**config.mk**
```make
export PLATFORM = sky130hd
export DESIGN_NAME = uwire_master
export DESIGN_NICKNAME = d
export VERILOG_FILES = /design/src/rtl/uwire_master.sv
export SDC_FILE = /design/constraint.sdc
export NUM_CORES = 1
export LEC_CHECK = 0
export ABC_AREA = 1
export BUFFER_PORTS_ARGS = -buffer_cell sky130_fd_sc_hd__buf_2
export CAP_MARGIN = 20
export CORE_AREA = 2 2 120 122
export CTS_CLUSTER_SIZE = 28
export DETAILED_ROUTE_END_ITERATION = 12
export DIE_AREA = 0 0 122 124
export REMOVE_ABC_BUFFERS = 1
export SLEW_MARGIN = 20
export SYNTH_ARGS = -nofsm -noshare
export SYNTH_HDL_FRONTEND = slang
export SYNTH_SLANG_ARGS = --single-unit
```
**constraint.sdc**
```tcl
create_clock -name clk -period 4.5 [get_ports clk]
set_clock_uncertainty 0.2 [all_clocks]
set_input_delay 0.9 -clock clk [delete_from_list [all_inputs] [get_ports clk]]
set_output_delay 0.9 -clock clk [all_outputs]
set_load 0.02 [all_outputs]
```
**src/rtl/uwire_master.sv**
```systemverilog
`timescale 1ns/1ps
module uwire_master (
  input  logic        clk,
  input  logic        rst_n,
  input  logic        bus_wr,
  input  logic        bus_rd,
  input  logic [2:0]  bus_addr,
  input  logic [15:0] bus_wdata,
  output logic [15:0] bus_rdata,
  output logic        ser_clk,
  output logic        ser_out,
  input  logic        ser_in,
  output logic [3:0]  sel_o
);

  logic [15:0] tx_q, tx_sh, rx_q;
  logic        rx_rdy, busy, wait_rdy, sclk_q, cs_hold, idle_hi, en;
  logic [1:0]  cs_idx, pre;
  logic [4:0]  wcnt, rcnt;
  logic [11:0] sr1, sr2;
  logic [5:0]  div_cnt, pulse;
  logic [3:0]  act;

  function automatic logic [5:0] cfg_of(input logic [1:0] i, input logic [11:0] a, input logic [11:0] b);
    case (i)
      2'd0: return a[5:0];
      2'd1: return a[11:6];
      2'd2: return b[5:0];
      default: return b[11:6];
    endcase
  endfunction

  function automatic logic [5:0] clamp16(input logic [4:0] n);
    return (n > 5'd16) ? 6'd16 : {1'b0, n};
  endfunction

  wire [5:0] cfg     = cfg_of(cs_idx, sr1, sr2);
  wire [2:0] dsel    = (cfg[4:3] == 2'd0) ? 3'd0 : (cfg[4:3] == 2'd1) ? 3'd1 : 3'd2;
  wire [2:0] shamt   = {1'b0, pre} + dsel;
  wire [5:0] half_m1 = (6'd1 << shamt) - 6'd1;
  wire [5:0] wc      = clamp16(wcnt);
  wire [5:0] total   = wc + clamp16(rcnt);
  wire [5:0] n_total = clamp16(bus_wdata[9:5]) + clamp16(bus_wdata[4:0]);
  wire       n_chk   = bus_wdata[11] ? (bus_wdata[10] ? sr2[11] : sr2[5])
                                     : (bus_wdata[10] ? sr1[11] : sr1[5]);
  wire       tick    = busy && !wait_rdy && (div_cnt == half_m1);
  wire       rise    = !sclk_q;
  wire       lead    = (sclk_q == idle_hi);
  wire       in_wr   = pulse < wc;
  wire       last    = (pulse + 6'd1 == total);

  assign ser_out = tx_sh[15];
  assign ser_clk = busy ? sclk_q : idle_hi;

  always_ff @(posedge clk or negedge rst_n) begin
    if (!rst_n) begin
      tx_q <= '0; tx_sh <= '0; rx_q <= '0; rx_rdy <= 1'b0; busy <= 1'b0;
      wait_rdy <= 1'b0; sclk_q <= 1'b0; cs_hold <= 1'b0; idle_hi <= 1'b0;
      en <= 1'b0; cs_idx <= '0; pre <= '0; wcnt <= '0; rcnt <= '0;
      sr1 <= '0; sr2 <= '0; div_cnt <= '0; pulse <= '0;
    end else begin
      if (bus_rd && bus_addr == 3'd0) rx_rdy <= 1'b0;
      if (busy && wait_rdy && !ser_in) wait_rdy <= 1'b0;
      if (tick) begin
        div_cnt <= '0;
        sclk_q  <= ~sclk_q;
        if (in_wr && (rise == cfg[1]) && !(lead && pulse == 6'd0))
          tx_sh <= {tx_sh[14:0], 1'b0};
        if (!in_wr && (rise == cfg[0])) begin
          rx_q <= {rx_q[14:0], ser_in};
          if (last) rx_rdy <= 1'b1;
        end
        if (!lead) begin
          pulse <= pulse + 6'd1;
          if (last) busy <= 1'b0;
        end
      end else if (busy && !wait_rdy) begin
        div_cnt <= div_cnt + 6'd1;
      end
      if (bus_wr) begin
        case (bus_addr)
          3'd0: tx_q <= bus_wdata;
          3'd1: if (!busy) begin
            cs_idx  <= bus_wdata[11:10];
            cs_hold <= bus_wdata[12];
            wcnt    <= bus_wdata[9:5];
            rcnt    <= bus_wdata[4:0];
            if (bus_wdata[13] && en && n_total != 6'd0) begin
              busy     <= 1'b1;
              wait_rdy <= n_chk;
              tx_sh    <= tx_q;
              rx_q     <= '0;
              rx_rdy   <= 1'b0;
              div_cnt  <= '0;
              pulse    <= '0;
              sclk_q   <= idle_hi;
            end
          end
          3'd2: sr1 <= bus_wdata[11:0];
          3'd3: sr2 <= bus_wdata[11:0];
          3'd4: begin
            en  <= bus_wdata[0];
            pre <= bus_wdata[2:1];
            if (!bus_wdata[0]) busy <= 1'b0;
          end
          3'd5: idle_hi <= bus_wdata[0];
          default: ;
        endcase
      end
    end
  end

  always_comb begin
    case (bus_addr)
      3'd0:    bus_rdata = rx_q;
      3'd1:    bus_rdata = {rx_rdy, busy, 1'b0, cs_hold, cs_idx, wcnt, rcnt};
      3'd2:    bus_rdata = {4'd0, sr1};
      3'd3:    bus_rdata = {4'd0, sr2};
      3'd4:    bus_rdata = {13'd0, pre, en};
      3'd5:    bus_rdata = {15'd0, idle_hi};
      default: bus_rdata = '0;
    endcase
  end

  always_comb begin
    for (int i = 0; i < 4; i++) begin
      act[i]   = (cs_idx == 2'(i)) && (cs_hold || busy);
      sel_o[i] = ~(act[i] ^ cfg_of(2'(i), sr1, sr2)[2]);
    end
  end

  assert_hold_after_done_R9: assert property (@(posedge clk) disable iff (!rst_n)
    $fell(busy) && cs_hold |-> sel_o[cs_idx] == cfg[2]);

  assert_cmd_frozen_R10: assert property (@(posedge clk) disable iff (!rst_n)
    busy && $past(busy) |-> $stable(cs_idx) && $stable(wcnt) && $stable(rcnt));

  assert_rdy_from_xfer_R4: assert property (@(posedge clk) disable iff (!rst_n)
    $rose(rx_rdy) |-> $past(busy));

  assert_pulse_bound_R2: assert property (@(posedge clk) disable iff (!rst_n)
    busy |-> pulse < total);

  assert_wait_quiet_R11: assert property (@(posedge clk) disable iff (!rst_n)
    busy && wait_rdy |=> $stable(ser_clk));

  assert_wait_needs_cfg_R11: assert property (@(posedge clk) disable iff (!rst_n)
    busy && wait_rdy |-> cfg[5]);

endmodule

```
; ---- After elaboration in Yosys (flattened, before gate mapping)
; Index checks and enable logic that the tools add are counted.
[word_totals]
regBits = 105
latchBits = 0
mem_bits_rw = 0
mem_bits_ro = 0
inputBits = 24
wordCells = 148
mem_count = 0
[classes]
addsub = 6
mul = 0
n_div = 0
order_cmp = 5
eq_ne = 14
shift = 1
muxes = 62
n_bitwise = 10
reduce_logical = 32
[ops]
columns = operator, count
row1 = $mux 16, 12
row2 = $pmux 16 s6, 1
row3 = $mux 6, 12
row4 = $mux 1, 29
row5 = $gt 5x5->1 const B, 4
row6 = $mux 5, 4
row7 = $logic_and 1x1->1, 15
row8 = $pmux 5 s3, 1
row9 = $add 5x5->6, 2
row10 = $add 6x1->6 const B, 2
row11 = $eq 6x6->1, 2
row12 = $reduce_and 2->1, 5
row13 = $eq 3x2->1 const B, 2
row14 = $eq 3x3->1 const B, 2
row15 = $logic_not 6->1, 1
row16 = $lt 6x5->1, 1
row17 = $not 1->1, 6
row18 = $reduce_bool 6->1, 1
row19 = $shl 1x3->6 const A, 1
row20 = $sub 6x1->6 const B, 1
row21 = $logic_not 1->1, 5
row22 = $eq 2x1->1 const B, 2
row23 = $eq 2x2->1 const B, 2
row24 = $logic_not 2->1, 2
row25 = other kinds (9), 15

; ---- Logic depth before layout (Yosys ltp)
[logic_depth]
depth_word = 15
ltp_mapped = 24
mapped_depth_nobuf = 22

; ---- Worst setup path before layout
; Ideal clock, no wire load.
[synth_timing]
path_type = reg2reg
from = register cs_idx[0]
to = register rx_q[10]
t_arrival_ns = 3.188
required_time_ns = 4.183
setup_slack_ns = 0.995
path_stages_with_launch = 22
synth_period_minus_slack_ns = 3.505
cell_sequence = dfrtp_1 > buf_4 > inv_1 > nor2_1 > nand2_1 > nand4_1 > a311oi_1 > ha_1 > fa_1 > nor2_4 > nand2_1 > ha_1 > inv_1 > nand2_1 > nand2_1 > nor2_2 > nand3_1 > nor2_4 > nand4_4 > buf_2 > nor2_1 > nor2_1
[synth_via]
elab_chain_len = 15
[synth_rtl]
columns = item, line_no
row1 = "start, declared", 18  ; logic [1:0] cs_idx, pre;
row2 = "start signal, assigned", 84  ; cs_idx <= bus_wdata[11:10];
row3 = "$eq 2x2->1, or another cell as far along", 25  ; case (i)
row4 = $pmux 5 s3 *, 25
row5 = $eq 2x1->1, 38  ; wire [2:0] dsel = (cfg[4:3] == 2'd0) ? 3'd0 : (cfg[4:3] == 2'd1) ? 3'd1 : 3'd2;
row6 = $mux 2 (2 in a row), 38
row7 = $add 2x2->3, 39  ; wire [2:0] shamt = {1'b0, pre} + dsel;
row8 = $shl 1x3->6, 40  ; wire [5:0] half_m1 = (6'd1 << shamt) - 6'd1;
row9 = $sub 6x1->6, 40
row10 = $eq 6x6->1, 46  ; wire tick = busy && !wait_rdy && (div_cnt == half_m1);
row11 = $logic_and 1x1->1, 46
row12 = $mux 16 *, 64  ; if (tick) begin
row13 = $mux 16, 88  ; if (bus_wdata[13] && en && n_total != 6'd0) begin
row14 = $mux 16, 83  ; 3'd1: if (!busy) begin
row15 = $mux 16, 81  ; case (bus_addr)
row16 = $mux 16 *, 80  ; if (bus_wr) begin
row17 = "end signal, assigned", 70  ; rx_q <= {rx_q[14:0], ser_in};
row18 = "end, declared", 16  ; logic [15:0] tx_q, tx_sh, rx_q;
; Every way passes the cells marked *; elsewhere a longest branch is shown, timed or not.
; A chain may end at the register's enable or synchronous reset.

; ---- Worst setup path in the final report
[layout_timing]
from = register cs_idx[1]
to = register rx_rdy
[layout_via]
elab_chain_len = 15
[layout_rtl]
columns = item, line_no
row1 = "$eq 2x2->1, or another cell as far along", 25
row2 = $pmux 5 s3 *, 25
row3 = $eq 2x1->1, 38
row4 = $mux 2 (2 in a row), 38
row5 = $add 2x2->3, 39
row6 = $shl 1x3->6, 40
row7 = $sub 6x1->6, 40
row8 = $eq 6x6->1, 46
row9 = $logic_and 1x1->1, 46
row10 = $mux 1 *, 64
row11 = $mux 1, 88
row12 = $mux 1, 83
row13 = $mux 1, 81
row14 = $mux 1 *, 80
row15 = "end signal, assigned", 62  ; if (bus_rd && bus_addr == 3'd0) rx_rdy <= 1'b0;
row16 = "end signal, assigned", 71  ; if (last) rx_rdy <= 1'b1;
row17 = "end signal, assigned", 93  ; rx_rdy <= 1'b0;
row18 = "end, declared", 17  ; logic rx_rdy, busy, wait_rdy, sclk_q, cs_hold, idle_hi, en;
; Marks and branches as above.

==> metrics.txt <==
# TYPE chip_impl_metric gauge
chip_impl_metric{name="rows",unit=""} 43
chip_impl_metric{name="required",unit="ns"} 4.57
chip_impl_info{name="status",value="completed"} 1
chip_impl_info{name="tritoncts",value="built"} 1
chip_impl_metric{name="share_clk_of_total_power",unit=""} 0.203
chip_impl_metric{name="postCtsHoldBufs",unit=""} 0
chip_impl_info{name="synth_top_family_by_area",value="simple AND/OR/NAND/NOR gates"} 1
chip_impl_metric{name="power.sequential.fraction",unit=""} 0.380
chip_impl_metric{name="cts_num_sinks",unit=""} 105
chip_impl_metric{name="avgRoutedWirePerCell",unit="um"} 15.7
chip_impl_metric{name="ys_seq_area_frac",unit=""} 0.428
chip_impl_metric{name="die_width",unit="um"} 122
chip_impl_metric{name="synthMuxAreaShare",unit=""} 0.00550
chip_impl_metric{name="synth_warnings",unit=""} 0
chip_impl_metric{name="postCtsResizedCells",unit=""} 0
chip_impl_metric{name="io_buffers",unit=""} 45
chip_impl_metric{name="cpPeakStageDelay",unit="ns"} 0.52
chip_impl_info{name="synth_largest_area_cell",value="sky130_fd_sc_hd__dfrtp_1"} 1
chip_impl_metric{name="clock_path_buffers",unit=""} 2
chip_impl_metric{name="slew_headroom",unit=""} 0.397
chip_impl_metric{name="start_util",unit=""} 0.448
chip_impl_info{name="worstSetupStartpointType",value="flip-flop"} 1
chip_impl_metric{name="route.detailed.vias_per_inst",unit=""} 5.23
chip_impl_info{name="cp_cell_sequence",value="inv_1 -> nor2_1 -> nand2_1 -> nand4_1 -> a311oi_1 -> ha_1 -> fa_1 -> nor2_4 -> nand2_1 -> ha_1 -> inv_1 -> nand2_1 -> nand2_1 -> nor2_2 -> nand3_1 -> nor2_4 -> nand4_4 -> nor2_1 -> nor2_1 -> nor2_1"} 1
chip_impl_metric{name="clkLatencyLatePin",unit="ns"} 0.36
chip_impl_metric{name="critical_path_peak_fanout",unit=""} 33
chip_impl_metric{name="die_h",unit="um"} 124
chip_impl_metric{name="final_antenna_net_count",unit=""} 0
chip_impl_metric{name="cap_violations",unit=""} 0
chip_impl_metric{name="ys_ff_latch",unit=""} 105
chip_impl_info{name="timing.critical_path.slowest_stage_cell",value="sky130_fd_sc_hd__fa_1"} 1
chip_impl_metric{name="number_of_synthesized_flops_with_an_enable_pin",unit=""} 0
chip_impl_metric{name="synthesis.area",unit="um^2"} 6150
chip_impl_metric{name="detailroute.via_count",unit=""} 5394
chip_impl_metric{name="final_layout_size_suffix_gt1_frac",unit=""} 0.102
chip_impl_metric{name="syn_inst",unit=""} 815
chip_impl_metric{name="drt_wl_total",unit="um"} 16200
chip_impl_metric{name="antenna_found_initial",unit=""} 0
chip_impl_info{name="endpoint_kind",value="flip-flop"} 1
chip_impl_info{name="min_path_type",value="flip-flop to flip-flop"} 1
chip_impl_metric{name="synthesis.area_per_instance",unit="um^2"} 7.54
chip_impl_metric{name="setup_ws",unit="ns"} 0.325
chip_impl_info{name="clock_tree_root",value="sky130_fd_sc_hd__clkbuf_16"} 1
chip_impl_metric{name="synth-xor-area-share",unit=""} 0.0214
chip_impl_metric{name="combinationalPowerShare",unit=""} 0.417
chip_impl_metric{name="tightestPinTransition",unit="ns"} 0.902
chip_impl_info{name="rr_startpoint",value="cs_idx[1]"} 1
chip_impl_metric{name="io_pins",unit=""} 46
chip_impl_metric{name="power.net_switching",unit="mW"} 1.65
chip_impl_info{name="synth.area.top_cells",value="sky130_fd_sc_hd__dfrtp_1 (43%), sky130_fd_sc_hd__nand2_1 (14%), sky130_fd_sc_hd__inv_1 (6.6%), sky130_fd_sc_hd__o21ai_0 (5.5%), sky130_fd_sc_hd__nor2_1 (4.9%)"} 1
chip_impl_metric{name="drt_first_pass_iters",unit=""} 5
chip_impl_metric{name="design.final.nets",unit=""} 892
chip_impl_metric{name="gpl.final_weighted_congestion",unit=""} 0.934
chip_impl_metric{name="synthArstFlopShare",unit=""} 1.00
chip_impl_metric{name="post_layout_nonfiller_instances",unit=""} 1031
chip_impl_metric{name="grt_overflow_total",unit=""} 0
chip_impl_metric{name="synth_compound_gate_area_share",unit=""} 0.113
chip_impl_metric{name="total_leakage_power",unit="nW"} 3.59
chip_impl_metric{name="post-route-drc-count",unit=""} 0
chip_impl_info{name="post_synth_most_frequent_cells",value="sky130_fd_sc_hd__nand2_1 (237), sky130_fd_sc_hd__inv_1 (108), sky130_fd_sc_hd__dfrtp_1 (105)"} 1
chip_impl_metric{name="min_period",unit="ns"} 4.17
chip_impl_metric{name="cts_setup_buffers",unit=""} 0
chip_impl_info{name="timing_worst_setup_path_type",value="flip-flop to flip-flop"} 1
chip_impl_info{name="setup_repair_after_global_routing_missed_its_margin",value="false"} 1
chip_impl_info{name="post-synth-top-count-cell",value="sky130_fd_sc_hd__nand2_1"} 1
chip_impl_metric{name="hold_viol",unit=""} 0
chip_impl_metric{name="dp_slack",unit="ns"} 0.380
chip_impl_metric{name="adder_cell_fraction_of_synth_area",unit=""} 0.0485
chip_impl_metric{name="synth_top_area_frac",unit=""} 0.428
chip_impl_metric{name="power.internal",unit="mW"} 2.11
chip_impl_metric{name="worst_ep_arrival_time",unit="ns"} 4.25
chip_impl_metric{name="drtIter0Drc",unit=""} 446
chip_impl_metric{name="min_period_over_period",unit=""} 0.928
chip_impl_metric{name="core-area",unit="um^2"} 13700
chip_impl_metric{name="grt_max_degree",unit=""} 59
chip_impl_metric{name="path_clk_slew",unit="ns"} 0.07
chip_impl_metric{name="power_per_cell_area",unit="nW/um^2"} 555
chip_impl_metric{name="drv_slew",unit=""} 0
chip_impl_metric{name="globalRouteTotalUtil",unit=""} 0.227
chip_impl_metric{name="post_placement_cell_count",unit=""} 1015
chip_impl_info{name="synth_top_flop_cell",value="sky130_fd_sc_hd__dfrtp_1"} 1
chip_impl_metric{name="cts_buffers",unit=""} 9
chip_impl_metric{name="setup_violations",unit=""} 0
chip_impl_metric{name="number_of_library_cell_types_mapped_by_synthesis",unit=""} 44
chip_impl_metric{name="n_antenna_cell",unit=""} 0
chip_impl_metric{name="syn2layout_area_growth",unit="%"} 9.96
chip_impl_metric{name="fp.dieArea",unit="um^2"} 15100
chip_impl_metric{name="first_global_vias",unit=""} 5194
chip_impl_metric{name="synthSimpleGateAreaFrac",unit=""} 0.290
chip_impl_metric{name="post_route_setup_tns",unit="ns"} 0
chip_impl_metric{name="grt_pass1_wl",unit="um"} 26500
chip_impl_info{name="critPathLaunch",value="cs_idx[1]"} 1
chip_impl_metric{name="ctsHtreeMaxLevel",unit=""} 3
chip_impl_metric{name="switching_share",unit=""} 0.438
chip_impl_metric{name="place.detailed.hpwl",unit="um"} 11700
chip_impl_info{name="hp-start",value="tx_q[15]"} 1
chip_impl_metric{name="ir_worst_vdd",unit="mV"} 0.320
chip_impl_metric{name="clock.fmax",unit="GHz"} 0.240
cell families (layout without fill, tap and decap cells):
group | after synthesis | in the layout
AO/OA/AOI/OAI | 119 | 119
adder cells (fa/ha/maj) | 22 | 22
AND/OR/NAND/NOR | 410 | 410
multiplexers | 3 | 3
buffers and inverters | 141 | 177
flip-flops | 105 | 105
XOR/XNOR | 15 | 15
state kept, by name (all words and copies together) (netlist names), 2 cells and up:
| signal | flops |
|---|---|
| sr1 | 12 |
| rx_q | 16 |
| pre | 2 |
| cs_idx | 2 |
| pulse | 6 |
| sr2 | 12 |
| wcnt | 5 |
| tx_sh | 16 |
| div_cnt | 6 |
| tx_q | 16 |
| rcnt | 5 |
layer usage:
layer	up-vias	part of all wire	track usage
li1	2674	-	-
met1	2556	0.47	0.313
met2	143	0.46	0.360
met3	21	0.051	0.0490
met4	0	0.020	0.0668
met5	-	0	0
power by group through the flow:
stage / registers [mW] / clock network [mW] / logic [mW]
floorplan: 1.38 / 0 / 1.19
global placement: 1.43 / 0 / 1.52
detailed placement: 1.44 / 0 / 1.56
CTS: 1.42 / 0.777 / 1.57
global route: 1.46 / 0.810 / 1.79
finish: 1.43 / 0.760 / 1.57
final cells by class:
class / instances / area (um^2)
Clock buffer: 11 / 233
Multi-Input combinational cell: 569 / 2940
Sequential cell: 105 / 2630
Clock inverter: 5 / 38.8
Inverter: 111 / 417
Tap cell: 180 / 225
Timing Repair Buffer: 50 / 278
Fill cell: 1375 / 6960
worst max-delay path, delay by kind of cell (launching register included):
kind	cells	cell delay, ns
and+or+nand+nor	14	1.84
adders and majority gates	3	1.05
DFF	1	0.49
AOI/OAI and AO/OA	1	0.29
buffers and inverters	2	0.22
worst paths after layout:
check	slack [ns]	depth (start not counted)	end
hold reg to reg	0.28	2	tx_sh[15]
setup reg to reg	0.33	20	rx_rdy
min in group asynchronous	0.37	1	rx_q[7]
setup / recovery	0.33	20	rx_rdy
hold / removal	0.28	2	tx_sh[15]
max in group asynchronous	2.99	2	div_cnt[4]
layout by cell type, fill, tap and decap left out, drive strengths merged, types with 2 or more instances in the layout:
cell type    n
inv        112
mux2         3
clkinv       4
o22ai        3
a41oi        3
nand2      241
nor3         6
buf         50
a21oi       12
xor2        10
fa           3
o221ai       9
clkbuf      11
nand4       22
nor2        89
ha          19
a221oi       2
nand3       47
or2          2
dfrtp      105
a22oi       10
xnor2        5
o21ai       74
stage by stage:
stage / hold slack (ns) / power, mW / utilization / cell area [um^2]
after CTS: 0.284 / 3.76 / 0.493 / 6760
final: 0.283 / 3.75 / 0.493 / 6760
after detailed placement: 0.267 / 3.00 / 0.473 / 6490
after floorplan: 0.244 / 2.56 / - / 5980
after global placement: 0.253 / 2.94 / 0.473 / 6490
after global routing: 0.311 / 4.06 / 0.493 / 6760
Power figures use the tool's default switching activity.
